**src/rtl/mt_pkg.sv**
```systemverilog
// Shared definitions for the match-compare timer: word slots of the
// register port and bit positions inside the control word.
package mt_pkg;
    // Word slot decoded from byte address bits 3:2.
    typedef enum logic [1:0] {
        SLOT_MATCH = 2'd0,
        SLOT_COUNT = 2'd1,
        SLOT_CTRL  = 2'd2,
        SLOT_CLEAR = 2'd3
    } mt_slot_e;

    localparam int RUN_BIT  = 0;
    localparam int WRAP_BIT = 1;
endpackage

```
**src/rtl/mt_regs.sv**
```systemverilog
// Register slots of the timer: the compare value and the two control bits,
// plus the clear strobe and the read multiplexer.
// Assumes a single-cycle write strobe and a purely combinational read.
module mt_regs #(
    parameter int CNT_W = 32
) (
    input  logic             clk,
    input  logic             rst_n,
    input  logic             bus_wr,
    input  logic [1:0]       bus_slot,
    input  logic [CNT_W-1:0] bus_wdata,
    input  logic [CNT_W-1:0] cnt_val,
    output logic [CNT_W-1:0] match_val,
    output logic             run_en,
    output logic             wrap_en,
    output logic             clr_req,
    output logic [CNT_W-1:0] bus_rdata
);
    import mt_pkg::*;

    mt_slot_e slot;
    assign slot = mt_slot_e'(bus_slot);

    // Clear strobe: any write to the clear slot, whatever the data.
    assign clr_req = bus_wr && (slot == SLOT_CLEAR);

    // Compare value: all ones after reset, loaded by a write to its slot.
    always_ff @(posedge clk) begin
        if (!rst_n) begin
            match_val <= '1;
        end else if (bus_wr && (slot == SLOT_MATCH)) begin
            match_val <= bus_wdata;
        end
    end

    // Control bits: both off after reset.
    always_ff @(posedge clk) begin
        if (!rst_n) begin
            run_en  <= 1'b0;
            wrap_en <= 1'b0;
        end else if (bus_wr && (slot == SLOT_CTRL)) begin
            run_en  <= bus_wdata[RUN_BIT];
            wrap_en <= bus_wdata[WRAP_BIT];
        end
    end

    // Read multiplexer over the four slots.
    always_comb begin
        bus_rdata = '0;
        case (slot)
            SLOT_MATCH: bus_rdata = match_val;
            SLOT_COUNT: bus_rdata = cnt_val;
            SLOT_CTRL: begin
                bus_rdata[RUN_BIT]  = run_en;
                bus_rdata[WRAP_BIT] = wrap_en;
            end
            default:    bus_rdata = '0;
        endcase
    end
endmodule

```
**src/rtl/mt_counter.sv**
```systemverilog
// Free-running up-counter. A clear request wins over counting. When running,
// the counter restarts from zero on a match if wrap is enabled and otherwise
// increments, rolling over naturally at its width.
// Assumes at_match is the combinational equality of the current count.
module mt_counter #(
    parameter int CNT_W = 32
) (
    input  logic             clk,
    input  logic             rst_n,
    input  logic             run_en,
    input  logic             wrap_en,
    input  logic             clr_req,
    input  logic             at_match,
    output logic [CNT_W-1:0] cnt_val
);
    // Count register update.
    always_ff @(posedge clk) begin
        if (!rst_n) begin
            cnt_val <= '0;
        end else if (clr_req) begin
            cnt_val <= '0;
        end else if (run_en) begin
            if (wrap_en && at_match) begin
                cnt_val <= '0;
            end else begin
                cnt_val <= cnt_val + 1'b1;
            end
        end
    end
endmodule

```
**src/rtl/mt_compare.sv**
```systemverilog
// Exact-equality comparator and expiry pulse former. The pulse is registered
// and marks the rising edge of (running && count == compare), so an equality
// held for several cycles gives one pulse.
module mt_compare #(
    parameter int CNT_W = 32
) (
    input  logic             clk,
    input  logic             rst_n,
    input  logic [CNT_W-1:0] cnt_val,
    input  logic [CNT_W-1:0] match_val,
    input  logic             run_en,
    output logic             at_match,
    output logic             expire_o
);
    logic hit;
    logic hit_q;

    assign at_match = (cnt_val == match_val);
    assign hit      = run_en && at_match;

    // Edge detect on the qualified hit; the output is one clock long.
    always_ff @(posedge clk) begin
        if (!rst_n) begin
            hit_q    <= 1'b0;
            expire_o <= 1'b0;
        end else begin
            hit_q    <= hit;
            expire_o <= hit && !hit_q;
        end
    end
endmodule

```
**src/rtl/match_timer.sv**
```systemverilog
// Top of the match-compare timer: a register port, a counter and a comparator.
// READ_SHIFT picks the side readout: 0 exposes the raw count, a positive
// value drops that many low bits for a fast-clock build.
module match_timer #(
    parameter int CNT_W      = 32,
    parameter int READ_SHIFT = 0
) (
    input  logic                        clk,
    input  logic                        rst_n,
    input  logic                        bus_wr,
    input  logic [3:2]                  bus_addr,
    input  logic [CNT_W-1:0]            bus_wdata,
    output logic [CNT_W-1:0]            bus_rdata,
    output logic [CNT_W-READ_SHIFT-1:0] tick_o,
    output logic                        expire_o
);
    localparam int TICK_W = CNT_W - READ_SHIFT;

    logic [CNT_W-1:0] cnt_val;
    logic [CNT_W-1:0] match_val;
    logic             run_en;
    logic             wrap_en;
    logic             clr_req;
    logic             at_match;

    mt_regs #(.CNT_W(CNT_W)) regs_i (
        .clk       (clk),
        .rst_n     (rst_n),
        .bus_wr    (bus_wr),
        .bus_slot  (bus_addr),
        .bus_wdata (bus_wdata),
        .cnt_val   (cnt_val),
        .match_val (match_val),
        .run_en    (run_en),
        .wrap_en   (wrap_en),
        .clr_req   (clr_req),
        .bus_rdata (bus_rdata)
    );

    mt_counter #(.CNT_W(CNT_W)) cnt_i (
        .clk      (clk),
        .rst_n    (rst_n),
        .run_en   (run_en),
        .wrap_en  (wrap_en),
        .clr_req  (clr_req),
        .at_match (at_match),
        .cnt_val  (cnt_val)
    );

    mt_compare #(.CNT_W(CNT_W)) cmp_i (
        .clk       (clk),
        .rst_n     (rst_n),
        .cnt_val   (cnt_val),
        .match_val (match_val),
        .run_en    (run_en),
        .at_match  (at_match),
        .expire_o  (expire_o)
    );

    // Side readout: raw count or count with the low bits dropped.
    generate
        if (READ_SHIFT == 0) begin : g_raw
            assign tick_o = cnt_val;
        end else begin : g_shifted
            assign tick_o = TICK_W'(cnt_val >> READ_SHIFT);
        end
    endgenerate
endmodule

```
**config.mk**
```make
export PLATFORM = sky130hd
export DESIGN_NAME = match_timer
export DESIGN_NICKNAME = d
export VERILOG_FILES = /design/src/rtl/mt_pkg.sv /design/src/rtl/mt_regs.sv /design/src/rtl/mt_counter.sv /design/src/rtl/mt_compare.sv /design/src/rtl/match_timer.sv
export SDC_FILE = /design/constraint.sdc
export NUM_CORES = 1
export LEC_CHECK = 0
export CAP_MARGIN = 20
export CORE_MARGIN = 5
export CORE_UTILIZATION = 30
export CTS_CLUSTER_DIAMETER = 120
export DETAILED_ROUTE_END_ITERATION = 16
export PLACE_DENSITY_LB_ADDON = 0.3
export SYNTH_ARGS = -nofsm -noshare
export SYNTH_HDL_FRONTEND = slang
export SYNTH_SLANG_ARGS = --single-unit
```
**constraint.sdc**
```tcl
create_clock -name clk -period 6.51 [get_ports clk]
set_clock_uncertainty 0.05 [all_clocks]
set_input_delay 1.302 -clock clk [delete_from_list [all_inputs] [get_ports clk]]
set_output_delay 1.302 -clock clk [all_outputs]
set_load 0.01 [all_outputs]
```
==> impl_metrics.py <==
metrics = {
    "sta": {
        "fin_setup_tns_ps": 0,
        "min_period_ps": 4563,
        "relSlewSlack_pct": 32.08,
        "max_freq_mhz": 219.2,
        "tightest_slew_ps": 1016,
        "hold_ws_ps": 368.1,
        "final_hold_viol_count": 0,
        "finalSetupViolCount": 0,
        "rsz0062_at_grt": "no",
        "timing.final.crit_share_pct": 70.09,
        "drv_slew": 0,
    },
    "grt": {
        "overflow": 0,
        "antenna_found_initial": 0,
        "grt_max_degree": 37,
        "grt_pass1_wl_um": 17880,
        "first_global_vias": 3392,
        "track_usage_pct": 15.93,
    },
    "floorplanning": {
        "num_rows": 39,
        "die_w_um": 119.1,
        "die-area_um2": 14190,
        "core_area_um2": 11560,
        "die_h_um": 119.1,
        "initial_utilization_pct": 30.89,
        "ios": 102,
    },
    "synth": {
        "async_reset_ff_share_pct": 0,
        "ys_warn_count": 0,
        "synth_ff_type": "dfxtp_1",
        "synthesis.area_um2": 3572,
        "synth_edf_count": 0,
        "synth_nets": 488,
        "synth_common_cells": "83 x nand2_1, 68 x dfxtp_1, 42 x nand3_1, 42 x xor2_1, 35 x nor2_1",
        "synth.area.top_cells": "dfxtp_1 38%, xor2_1 10%, mux2i_1 9.5%, nand2_1 8.7%, nand3_1 5.9%",
        "synth_top_area_share_pct": 38.11,
        "synth-seq-area-share_pct": 38.11,
        "yosysMostFrequentCell": "nand2_1",
        "synth.distinct_cells": 31,
        "syn_avg_cell_area_um2": 7.938,
        "synth_top_area_cell": "dfxtp_1",
        "netlist_instances": 450,
        "ys_ff_latch": 68,
    },
    "layout": {
        "fin_nets": 571,
        "seqCellArea_um2": 1361,
        "drive_above_1_share_pct": 4.833,
        "area_growth_pct": 40.77,
        "antennaDiodeCount": 0,
        "fillers": 1152,
        "multi_input_area_um2": 2063,
    },
    "power_and_ir_drop": {
        "p_per_area_nw_per_um2": 209.3,
        "power_leakage_nw": 1.940,
        "peakVddDrop_mv": 0.1417,
        "pwr-share-comb_pct": 11.9,
        "power.total_mw": 1.053,
        "internal-power_mw": 0.8014,
        "switching_share_pct": 23.87,
        "p_switching_mw": 0.2513,
        "sequentialPowerShare_pct": 41.8,
        "clkPwrFrac_pct": 46.3,
    },
    "critical_path": {
        "reg2reg_to": "cnt_i.cnt_val[31]",
        "startpoint_type": "input pin",
        "cp-end-kind": "output pin",
        "crit_type": "in2out",
        "crit_chain": "clkdlybuf4s50_1, buf_16, nor2b_1, nand2_1, o21ai_0, clkdlybuf4s50_1",
        "critPathArrivalTime_ps": 3210,
        "reg2reg_depth": 5,
        "cp_data_required_time_ps": 5160,
        "rr_startpoint": "cnt_i.cnt_val[8]",
        "slowest_delay_ps": 720,
        "path_max_fanout": 24,
        "slowest_stage": "clkdlybuf4s50_1",
        "crit_top_cell": "clkdlybuf4s50_1",
        "r2r_setup_slack_ps": 3760,
    },
    "clock_network": {
        "ctsHoldBuffers": 0,
        "cts_tree": "done",
        "cts_root_buf": "clkbuf_16",
        "htreeDepth": 3,
        "cts_sinks": 68,
        "clock_path_buffers": 2,
        "cts_resized": 0,
        "cts_buffers": 9,
        "path_clk_slew_ps": 50,
        "cts_setup_buffers": 0,
        "clk_latency_ps": 330,
    },
    "place": {
        "port_buffers": 101,
        "gp_congestion": 0.8170,
        "hpwl_um": 8563,
    },
    "drt": {
        "routed_wirelength_um": 11140,
        "wl_per_cell_um": 16.36,
        "first_iter_violations": 161,
        "remaining_drc_errors": 0,
        "ant_nets": 0,
        "first_pass_iters": 4,
        "viasPerCell": 4.924,
        "num_vias": 3353,
    },
    "job": {
        "drv_cap": 0,
    },
    "min_path": {
        "whs_endpoint": "cmp_i.expire_o",
        "hp-start": "cmp_i.hit_q",
        "hp-class": "reg2reg",
        "hold_depth": 1,
    },
    "outcome": {
        "status": "complete, no violations",
    },
}
[layout by cell type (no fill, tap or decap), types with 3 or more instances in the layout]
master,synthesis,final
nand2_1,83,83
inv_1,5,5
mux2i_1,34,34
o21ai_0,3,3
nand3_1,42,42
nor3_1,34,33
nand4_1,6,6
nor2_1,35,35
xor2_1,42,42
nor2b_1,3,3
and4_1,3,3
clkbuf_16,0,9
or3_1,3,3
dfxtp_1,68,68
nor4_1,14,14
clkdlybuf4s50_1,0,100
buf_16,0,3
and3_1,5,5
and2_1,5,5
xnor2_1,18,18
[metal layers]
layer  share of wire [%]  vias to the layer above  routed length (µm)  GRT usage (%)
met5                   0                        -                   0              0
met4                 2.8                        0                 308          6.517
met3                 5.5                       22                 608          3.934
met2                  47                      118                5244          25.43
met1                  45                     1522                4977          20.59
li1                    -                     1691                   -              -
[cell type report]
cell class / count / area share (%)
clock inverters: 6 / 1.269
flip-flops and latches: 68 / 27.07
clock buffers: 10 / 4.752
multi-input cells: 343 / 41.03
well taps: 143 / 3.558
inverters: 5 / 0.3732
repair buffers: 106 / 21.95
[through the flow]
step	std cells	setup WS (ps)	cell area (µm²)	util, %
detailed placement	663	1942	4671	40.39
floorplan	450	2809	3572	-
CTS	679	1944	4974	43.01
global placement	662	1550	4643	40.15
finish	681	1947	5029	43.48
global route	681	1838	5029	43.48
[flip-flops by register name, indices dropped and copies added, names as in the netlist]
register,cells
regs_i.run_en,1
regs_i.match_val,32
regs_i.wrap_en,1
cmp_i.expire_o,1
cmp_i.hit_q,1
cnt_i.cnt_val,32
[cell families (layout without fill, tap and decap cells)]
family | count (synthesis) | in the layout | synth area share, %
AND/OR/NAND/NOR | 238 | 238 | 31.17
XOR/XNOR | 60 | 60 | 14.71
multiplexers | 34 | 34 | 9.527
AO/OA/AOI/OAI | 10 | 10 | 1.856
buffers and inverters | 39 | 127 | 4.273
adder cells (fa/ha/maj) | 1 | 1 | 0.3502
flip-flops | 68 | 68 | 38.11
[power groups by stage]
stage | sequential, mW | clock (mW) | combinational [mW]
2_1_floorplan | 0.444 | 0 | 0.0619
3_3_place_gp | 0.448 | 0 | 0.120
3_5_place_dp | 0.449 | 0 | 0.122
4_1_cts | 0.440 | 0.496 | 0.123
5_1_grt | 0.441 | 0.516 | 0.137
6_report | 0.440 | 0.487 | 0.126
[worst max path at each step]
| stage | start | end | slack, ps | cells past startpoint |
|---|---|---|---|---|
| final | bus_addr[3] | bus_rdata[1] | 1950 | 6 |
| after global routing | bus_addr[3] | bus_rdata[0] | 1840 | 5 |
| after CTS | bus_addr[3] | bus_rdata[1] | 1940 | 5 |
| after detailed placement | bus_addr[3] | bus_rdata[1] | 1940 | 5 |
| after global placement | bus_addr[3] | bus_rdata[0] | 1550 | 4 |
| after floorplan | bus_addr[2] | bus_rdata[10] | 2810 | 4 |
[worst max-delay path, delay by kind of cell]
kind,cells,cell delay [ps]
compound gates,1,80
buf+inv,3,1610
simple gates,2,220
Note: power is estimated with default switching activity, not from simulation.
